==> src/rtl/wordmove_dma.sv <==
module wordmove_dma #(
  parameter int CNT_W = 16
) (
  input  logic        clk,
  input  logic        rst_n,
  input  logic [7:0]  reg_addr,
  input  logic        reg_wr,
  input  logic [31:0] reg_wdata,
  output logic [31:0] reg_rdata,
  output logic        mem_rd_req,
  output logic [39:0] mem_rd_addr,
  input  logic        mem_rd_rdy,
  input  logic [31:0] mem_rd_data,
  output logic        mem_wr_req,
  output logic [39:0] mem_wr_addr,
  output logic [31:0] mem_wr_data,
  input  logic        mem_wr_rdy,
  output logic        done
);
  localparam logic [2:0] M_COPY = 3'd4;
  localparam logic [2:0] M_FILL = 3'd6;
  localparam logic [7:0] A_CTRL = 8'h00, A_STAT = 8'h04, A_SRC = 8'h0C, A_DST = 8'h10;
  localparam logic [7:0] A_HI = 8'h14, A_CNT = 8'h20, A_PAT = 8'h34, A_ACC = 8'h38;

  typedef enum logic [1:0] {S_IDLE, S_RD, S_WR} st_t;

  st_t              st;
  logic [30:0]      ctrl_q;
  logic [31:0]      src_lo, dst_lo, pat_q, buf_q;
  logic [7:0]       src_hi, dst_hi;
  logic [CNT_W-1:0] cnt_q, left_q;
  logic [1:0]       acc_q;
  logic [39:0]      cur_src, cur_dst;
  logic             done_q;

  logic busy, ctrl_wr, start, stop, fill, rd_hs, wr_hs, last;
  logic [2:0] new_mode;

  assign busy     = (st != S_IDLE);
  assign ctrl_wr  = reg_wr && (reg_addr == A_CTRL);
  assign new_mode = reg_wdata[23:21];
  assign start    = ctrl_wr && !busy && reg_wdata[31] && (new_mode == M_COPY || new_mode == M_FILL);
  assign stop     = ctrl_wr && busy && !reg_wdata[31];
  assign fill     = (ctrl_q[23:21] == M_FILL);
  assign rd_hs    = (st == S_RD) && mem_rd_rdy;
  assign wr_hs    = (st == S_WR) && mem_wr_rdy;
  assign last     = (left_q == '0);

  assign mem_rd_req  = (st == S_RD);
  assign mem_rd_addr = cur_src;
  assign mem_wr_req  = (st == S_WR);
  assign mem_wr_addr = cur_dst;
  assign mem_wr_data = fill ? pat_q : buf_q;
  assign done        = done_q;

  always_comb begin
    case (reg_addr)
      A_CTRL:  reg_rdata = {busy, ctrl_q};
      A_STAT:  reg_rdata = {busy, 31'd0};
      A_SRC:   reg_rdata = src_lo;
      A_DST:   reg_rdata = dst_lo;
      A_HI:    reg_rdata = {8'd0, dst_hi, 8'd0, src_hi};
      A_CNT:   reg_rdata = 32'(cnt_q);
      A_PAT:   reg_rdata = pat_q;
      A_ACC:   reg_rdata = {30'd0, acc_q};
      default: reg_rdata = 32'd0;
    endcase
  end

  always_ff @(posedge clk or negedge rst_n) begin
    if (!rst_n) begin
      st      <= S_IDLE;
      ctrl_q  <= '0;
      src_lo  <= '0;
      dst_lo  <= '0;
      src_hi  <= '0;
      dst_hi  <= '0;
      cnt_q   <= '0;
      pat_q   <= '0;
      acc_q   <= '0;
      buf_q   <= '0;
      left_q  <= '0;
      cur_src <= '0;
      cur_dst <= '0;
      done_q  <= 1'b0;
    end else begin
      done_q <= 1'b0;
      if (reg_wr && !busy) begin
        case (reg_addr)
          A_SRC: src_lo <= reg_wdata;
          A_DST: dst_lo <= reg_wdata;
          A_HI: begin
            src_hi <= reg_wdata[7:0];
            dst_hi <= reg_wdata[23:16];
          end
          A_CNT: cnt_q <= reg_wdata[CNT_W-1:0];
          A_PAT: pat_q <= reg_wdata;
          default: ;
        endcase
      end
      if (reg_wr && reg_addr == A_ACC) acc_q <= reg_wdata[1:0];
      if (ctrl_wr && !(busy && reg_wdata[31])) ctrl_q <= reg_wdata[30:0];

      if (start) begin
        cur_src <= {src_hi, src_lo};
        cur_dst <= {dst_hi, dst_lo};
        left_q  <= cnt_q;
        st      <= (new_mode == M_FILL) ? S_WR : S_RD;
      end else if (stop) begin
        st <= S_IDLE;
      end else if (rd_hs) begin
        buf_q <= mem_rd_data;
        st    <= S_WR;
      end else if (wr_hs) begin
        if (last) begin
          done_q <= ctrl_q[15];
          if (ctrl_q[27]) begin
            st <= S_IDLE;
          end else begin
            cur_src <= {src_hi, src_lo};
            cur_dst <= {dst_hi, dst_lo};
            left_q  <= cnt_q;
            st      <= fill ? S_WR : S_RD;
          end
        end else begin
          cur_src <= cur_src + 40'd4;
          cur_dst <= cur_dst + 40'd4;
          left_q  <= left_q - CNT_W'(1);
          st      <= fill ? S_WR : S_RD;
        end
      end
    end
  end

  a_r4_read_held: assert property (@(posedge clk) disable iff (!rst_n)
    (mem_rd_req && !mem_rd_rdy && !stop) |=> (mem_rd_req && $stable(mem_rd_addr)));

  a_r5_fill_no_read: assert property (@(posedge clk) disable iff (!rst_n)
    (busy && fill) |-> !mem_rd_req);

  a_r6_addr_step: assert property (@(posedge clk) disable iff (!rst_n)
    (mem_wr_req && mem_wr_rdy && !last && !stop) |=> (mem_wr_addr == $past(mem_wr_addr) + 40'd4));

  a_r8_runonce_idle: assert property (@(posedge clk) disable iff (!rst_n)
    (wr_hs && last && ctrl_q[27]) |=> !busy);

  a_r10_stop_quiet: assert property (@(posedge clk) disable iff (!rst_n)
    stop |=> (!mem_rd_req && !mem_wr_req && !done));

  a_r11_src_locked: assert property (@(posedge clk) disable iff (!rst_n)
    (busy && reg_wr && reg_addr == A_SRC) |=> $stable(src_lo));
endmodule

==> config.mk <==
export PLATFORM = sky130hd
export DESIGN_NAME = wordmove_dma
export DESIGN_NICKNAME = d
export VERILOG_FILES = /design/src/rtl/wordmove_dma.sv
export SDC_FILE = /design/constraint.sdc
export NUM_CORES = 1
export LEC_CHECK = 0
export BUFFER_PORTS_ARGS = -buffer_cell sky130_fd_sc_hd__buf_2
export CAP_MARGIN = 20
export CORE_UTILIZATION = 55
export CTS_CLUSTER_SIZE = 14
export DETAILED_ROUTE_END_ITERATION = 10
export GPL_TIMING_DRIVEN = 0
export PLACE_DENSITY = 0.81
export SLEW_MARGIN = 20
export SYNTH_ARGS = -nofsm -noshare
export SYNTH_HDL_FRONTEND = slang
export SYNTH_SLANG_ARGS = --single-unit
==> constraint.sdc <==
create_clock -name clk -period 2.82 [get_ports clk]
set_input_delay 0.282 -clock clk [delete_from_list [all_inputs] [get_ports clk]]
set_output_delay 0.282 -clock clk [all_outputs]
set_load 0.03 [all_outputs]
---- Word level (Yosys, flattened, before mapping) ----
Index checks and enable logic that the tools add are counted.
storage, ports and cells
  register bits after elaboration ......... 292
  latch bits .............................. 0
  bits in writable memories ............... 0
  memory bits (read-only) ................. 0
  input bits .............................. 77
  output and inout port bits .............. 147
  logic and storage cells ................. 95
  memories kept ........................... 0
operators by class
  $add $sub $neg .......................... 3
  multipliers ............................. 0
  divide/modulo/power cells ............... 0
  magnitude comparators ................... 0
  eq/ne operators ......................... 15
  shift-type cells ........................ 0
  muxes and demuxes ....................... 33
  bitwise operators ....................... 2
  reductions and logical operators ........ 28
operators by type and width
  kind                   count
  $mux 40                12
  $pmux 32 s8            1
  $mux 16                6
  $add 40x3->40 const B  2
  $mux 32                1
  $eq 8x6->1 const B     3
  $eq 8x5->1 const B     2
  $logic_not 16->1       1
  $mux 2                 8
  $sub 16x1->16 const B  1
  $logic_and 1x1->1      12
  $reduce_and 2->1       5
  $eq 3x3->1 const B     3
  $eq 8x3->1 const B     1
  $eq 8x4->1 const B     1
  $logic_not 8->1        1
  $mux 1                 5
  $ne 2x2->1 const B     2
  $reduce_and 4->1       1
  $reduce_bool 2->1      2
  $reduce_bool 4->1      1
  $logic_not 1->1        3
  $ne 3x3->1 const B     1
  $reduce_and 3->1       1
  other kinds (4)        5

---- Logic depth before layout (Yosys ltp) ----
  depth in word-level cells ............... 8
  depth in mapped cells ................... 10
  gate-level depth less buffers ........... 7

---- Least setup slack after synthesis ----
OpenSTA, ideal clock, no wires.
  path type ............................... reg2reg
  from .................................... register st[1]
  to ...................................... register cur_dst[4], in the netlist mem_wr_addr[4]
  library setup time ...................... 0.087 ns
  arrival ................................. 2.307 ns
  data required time ...................... 2.733 ns
  path slack .............................. 0.426 ns
  cell stages (with the launch flop) ...... 9
  buffers on the path ..................... 2
  path through ............................ dfrtp_1 clkbuf_1 nor2b_1 and2_1 o31ai_4 a21oi_2 clkbuf_1 o21ai_0 a22oi_1
on the way
  elaborated cells between the ends (all ways) .. 17
  those cells by class .................... eq/ne: 5; mux: 1; reduce/logical: 11
RTL lines
  item                                line  RTL
  start: declaration                  27    st_t st;
  start signal: assignment            108   st <= (new_mode == M_FILL) ? S_WR : S_RD;
  start signal: assignment            123   st <= fill ? S_WR : S_RD;
  start signal: assignment            129   st <= fill ? S_WR : S_RD;
  $eq 2x2->1                          --
  net mem_wr_req                      14    output logic mem_wr_req,
  $logic_and 1x1->1                   46    assign wr_hs = (st == S_WR) && mem_wr_rdy;
  $reduce_bool 2->1 (no source line)  --
  $reduce_and 4->1 (no source line)   --
  end signal: assignment              106   cur_dst <= {dst_hi, dst_lo};
  end signal: assignment              121   cur_dst <= {dst_hi, dst_lo};
  end signal: assignment              127   cur_dst <= cur_dst + 40'd4;
  end: declaration                    33    logic [39:0] cur_src, cur_dst;
The timed path passes the listed nets, and every way through them passes these cells.
A chain may end at the register's enable or synchronous reset.

---- Worst setup path after layout ----
  from .................................... register left_q[5]
  to ...................................... register done_q, in the netlist done
on the way
  cells in the longest elaborated chain, start to end .. 6
RTL lines
  item                      line  RTL
  start: declaration        31    logic [CNT_W-1:0] cnt_q, left_q;
  start signal: assignment  107   left_q <= cnt_q;
  start signal: assignment  122   left_q <= cnt_q;
  start signal: assignment  128   left_q <= left_q - CNT_W'(1);
  $logic_not 16->1          47    assign last = (left_q == '0);
  $mux 1                    115   if (last) begin
  $mux 1                    114   end else if (wr_hs) begin
  $mux 1                    111   end else if (rd_hs) begin
  $mux 1                    109   end else if (stop) begin
  $mux 1                    104   if (start) begin
  end signal: assignment    116   done_q <= ctrl_q[15];
  end: declaration          34    logic done_q;
No other way between the ends.

==> Implementation_results.wiki <==
{| class="wikitable"
! Metric !! Value
|-
| Result of the run || finished clean
|-
| Post-route clock period utilization || 0.996
|-
| Initial antenna violation count || 5
|-
| I/O pins || 224
|-
| Pre-antenna DRT Iters || 7
|-
| Number of global-route vias before repair || 13500
|-
| Largest stage delay on the critical path || 0.77 ns
|-
| Fill cell count || 1973
|-
| Layout Cells excl Fill || 2099
|-
| Commonest non-fill, non-tap cells in the layout || dfrtp_1, buf_2, nand2_1
|-
| Ratio of cells with drive above 1 in the final layout || 0.327
|-
| Fmax || 0.356 GHz
|-
| Fin. max-slew vios || 0
|-
| Remaining global-route overflow || 0
|-
| Critical path required time || 3.20 ns
|-
| Post-synth top flop || dfrtp_1
|-
| Most common cell after layout, fill and taps aside || dfrtp_1
|-
| CP startpoint kind || flip-flop
|-
| MaxCap Viol Count || 0
|-
| Global routing usage summed across all routing layers || 0.409
|-
| Critical path endpoint category || flip-flop
|-
| Syn_area_per_cell || 10.2 sq um
|-
| Average wire length per cell after detail routing || 26.7 um
|-
| Total nets after synthesis || 1516
|-
| Min Clock Period, post-route || 2.81 ns
|-
| Mux contribution to synthesized area || 0.154
|-
| Total count of hold-check failures in the final report || 0
|-
| Critical path buffers and inverters || 1
|-
| Die height || 165 um
|-
| Area enclosed by the die boundary || 27200 sq um
|-
| Category of the most critical setup path || reg2reg
|-
| Ordered cell list for the critical path || nor3_1, and3_1, clkbuf_1, nand3_1, nor4b_1
|-
| Number of enable flip-flop cells after synthesis || 0
|-
| Ys async rst share || 1.00
|-
| Via density per instance || 6.78
|-
| Initial cell density of the core || 0.561
|-
| Clock Tree Root || clkbuf_16
|-
| Number of buffers on the longest clock path || 3
|-
| Synthesis Warnings || 0
|-
| Multi-input gate area in the final layout || 6950 sq um
|-
| Main combinational cell family by area after synthesis || compound AO/OA/AOI/OAI gates
|-
| Measured slew at the worst slew-check pin || 0.862 ns
|-
| Adder-cell share of the synthesized area || 0.00257
|-
| Row Count || 59
|-
| Drt total wl || 56.0 mm
|-
| Largest net degree at the start of global routing || 94
|-
| Max-slew headroom || 0.421
|-
| DP HPWL || 39.8 mm
|-
| Fraction of the mapped netlist area in compound gates || 0.170
|-
| Area growth from synthesis to layout || 22.8%
|-
| Number of distinct library cells after synthesis || 63
|-
| Endpoint arrival time on the critical path || 3.19 ns
|-
| Critical Path Fanout Max || 8
|-
| Register area || 7310 sq um
|-
| Largest vdd supply drop || 604 uV
|-
| Standard cell with the maximum stage delay on the critical path || nor4b_1
|-
| Clock transition at the registers of the reported paths || 0.06 ns
|-
| Basic-gate share of the synthesized area counting and, or, nand and nor cells || 0.139
|-
| First-pass GRT wire length || 82.1 mm
|-
| Xor and xnor fraction of the mapped netlist area || 0
|-
| DRT antenna net count || 0
|-
| Power per Cell Area || 757 nW/um^2
|-
| Number of clock sinks || 292
|-
| Core ar. || 26100 sq um
|-
| Residual DRC || 0
|-
| Fin Hold WS || 0.00632 ns
|-
| Reported leakage power || 8.91 nW
|-
| Top cell family by delay on the critical path || simple AND/OR/NAND/NOR gates
|-
| TritonCTS clock tree || built
|-
| Final setup violation count || 0
|-
| Sequential element share of the synthesized area || 0.500
|-
| Worst min-delay path class || in2reg
|-
| Cell count after placement || 1997
|-
| Vias || 14200
|-
| Number of DRC markers after the initial detailed-route iteration || 2056
|-
| Post-synthesis register bit count || 292
|-
| Layout Skew || 0.0164 ns
|-
| Count of buffers from port buffering || 223
|-
| Minimum setup slack among reg-to-reg paths || 0.01 ns
|-
| Routability congestion estimate from global placement || 0.993
|-
| Maximum level of the CTS H-tree || 1
|-
| Number of instances in the synthesized netlist || 1436
|-
| Clock buffer count from CTS || 31
|-
| Layout net count || 1818
|-
| Die X-Extent || 165 um
|-
| Synthesized area || 14600 sq um
|-
| Clk_lat worst skew || 0.57 ns
|}
==> report_power, final <==
group | internal (mW) | total [mW] | switching [mW]
Sequential | 4.83 | 5.48 | 0.653
Combinational | 1.28 | 3.68 | 2.39
Clock | 2.67 | 4.43 | 1.77
==> synthesized netlist by cell type, types with 3 or more instances <==
cell / instances / area share
o2bb2ai_1: 4 / 0.0024
buf_1: 13 / 0.0033
buf_6: 7 / 0.0054
o21ba_2: 3 / 0.0021
mux2_2: 197 / 0.15
o21ai_0: 86 / 0.029
o31ai_1: 6 / 0.0031
nand2b_1: 3 / 0.0013
clkbuf_1: 56 / 0.014
o211ai_1: 3 / 0.0015
a31oi_1: 9 / 0.0039
o22ai_1: 22 / 0.0094
and2_1: 3 / 0.0013
nor3b_1: 3 / 0.0015
nand3_1: 60 / 0.021
nand2_1: 215 / 0.055
and4_1: 6 / 0.0036
dfrtp_1: 292 / 0.50
o21a_1: 4 / 0.0021
nor2b_1: 3 / 0.0013
a22o_1: 3 / 0.0018
a2bb2oi_1: 3 / 0.0018
inv_1: 19 / 0.0049
buf_2: 13 / 0.0045
a221o_1: 4 / 0.0027
nor2_1: 45 / 0.012
o32ai_1: 11 / 0.0066
a22oi_1: 46 / 0.024
nand4_1: 22 / 0.0094
a31o_2: 4 / 0.0024
nor3_1: 27 / 0.0092
and3_1: 12 / 0.0051
ha_1: 3 / 0.0026
or4_1: 6 / 0.0031
a222oi_1: 21 / 0.014
mux2i_1: 4 / 0.0027
a21oi_1: 138 / 0.047
or2_2: 5 / 0.0021
a21o_1: 3 / 0.0015
or3_1: 8 / 0.0034
nor4_1: 7 / 0.0030
a211oi_1: 7 / 0.0036
buf_4: 3 / 0.0015
==> worst paths after layout <==
kind                               startpoint               to  depth (start not counted)
worst max register to register      left_q[5]             done                          5
worst min register to register      buf_q[24]        buf_q[24]                          1
min in group asynchronous               rst_n  mem_rd_addr[37]                          2
worst min-delay path            reg_wdata[14]       dst_lo[14]                          2
worst max-delay path                left_q[5]             done                          5
max in group asynchronous               rst_n        src_lo[1]                          4
==> logic make-up after synthesis <==
family / count (synthesis)
fa+ha+maj: 3
simple gates: 436
buf+inv: 111
mux: 201
compound gates: 393
flops: 292
==> metal layers <==
layer | GRT usage | part of all wire | vias to the layer above | wire, um
li1 | - | - | 5936 | -
met3 | 0.112 | 0.14 | 177 | 7880
met1 | 0.560 | 0.37 | 6990 | 20900
met4 | 0.186 | 0.044 | 6 | 2440
met5 | 0 | 0.00070 | - | 39
met2 | 0.603 | 0.44 | 1112 | 24700
==> through the flow <==
stage          worst slack (ns)  total power [mW]  area, sq um  utilization   TNS, ns
4_1_cts                  0.0134              13.4        17800        0.683         0
2_1_floorplan             0.426              7.72        14600            -         0
6_report                 0.0112              13.6        17900        0.689         0
3_5_place_dp             -0.597              8.95        16200        0.623    -33.16
5_1_grt                 -0.0279              14.1        17900        0.689    -0.164
3_3_place_gp              -3.97              8.83        16200        0.620  -1175.32
==> timing repair <==
action | in CTS | in global routing
pin swaps | 1 | 2
gates resized for setup | 33 | 43
hold buffers | 34 | 0
endpoints found under the hold margin | 79 | 0
setup buffers | 4 | 5
setup endpoints to repair | 125 | 139
==> state kept, by name (all words and copies together), names as in the netlist <==
signal and cells:
acc_q 2, buf_q 32, cnt_q 16, ctrl_q 31, done 1, dst_hi 8
dst_lo 32, left_q 16, mem_rd_addr 40, mem_wr_addr 40, pat_q 32, src_hi 8
src_lo 32, st 2
==> area by class of cell <==
type,count,area share
well taps,335,0.0234
diodes,3,0.000418
plain buffers,92,0.0266
multi-input cells,1033,0.387
clock inverters,18,0.0144
clock buffers,38,0.0469
repair buffers,269,0.0901
inverters,19,0.00397
flip-flops and latches,292,0.407
Power figures use the tool's default switching activity.
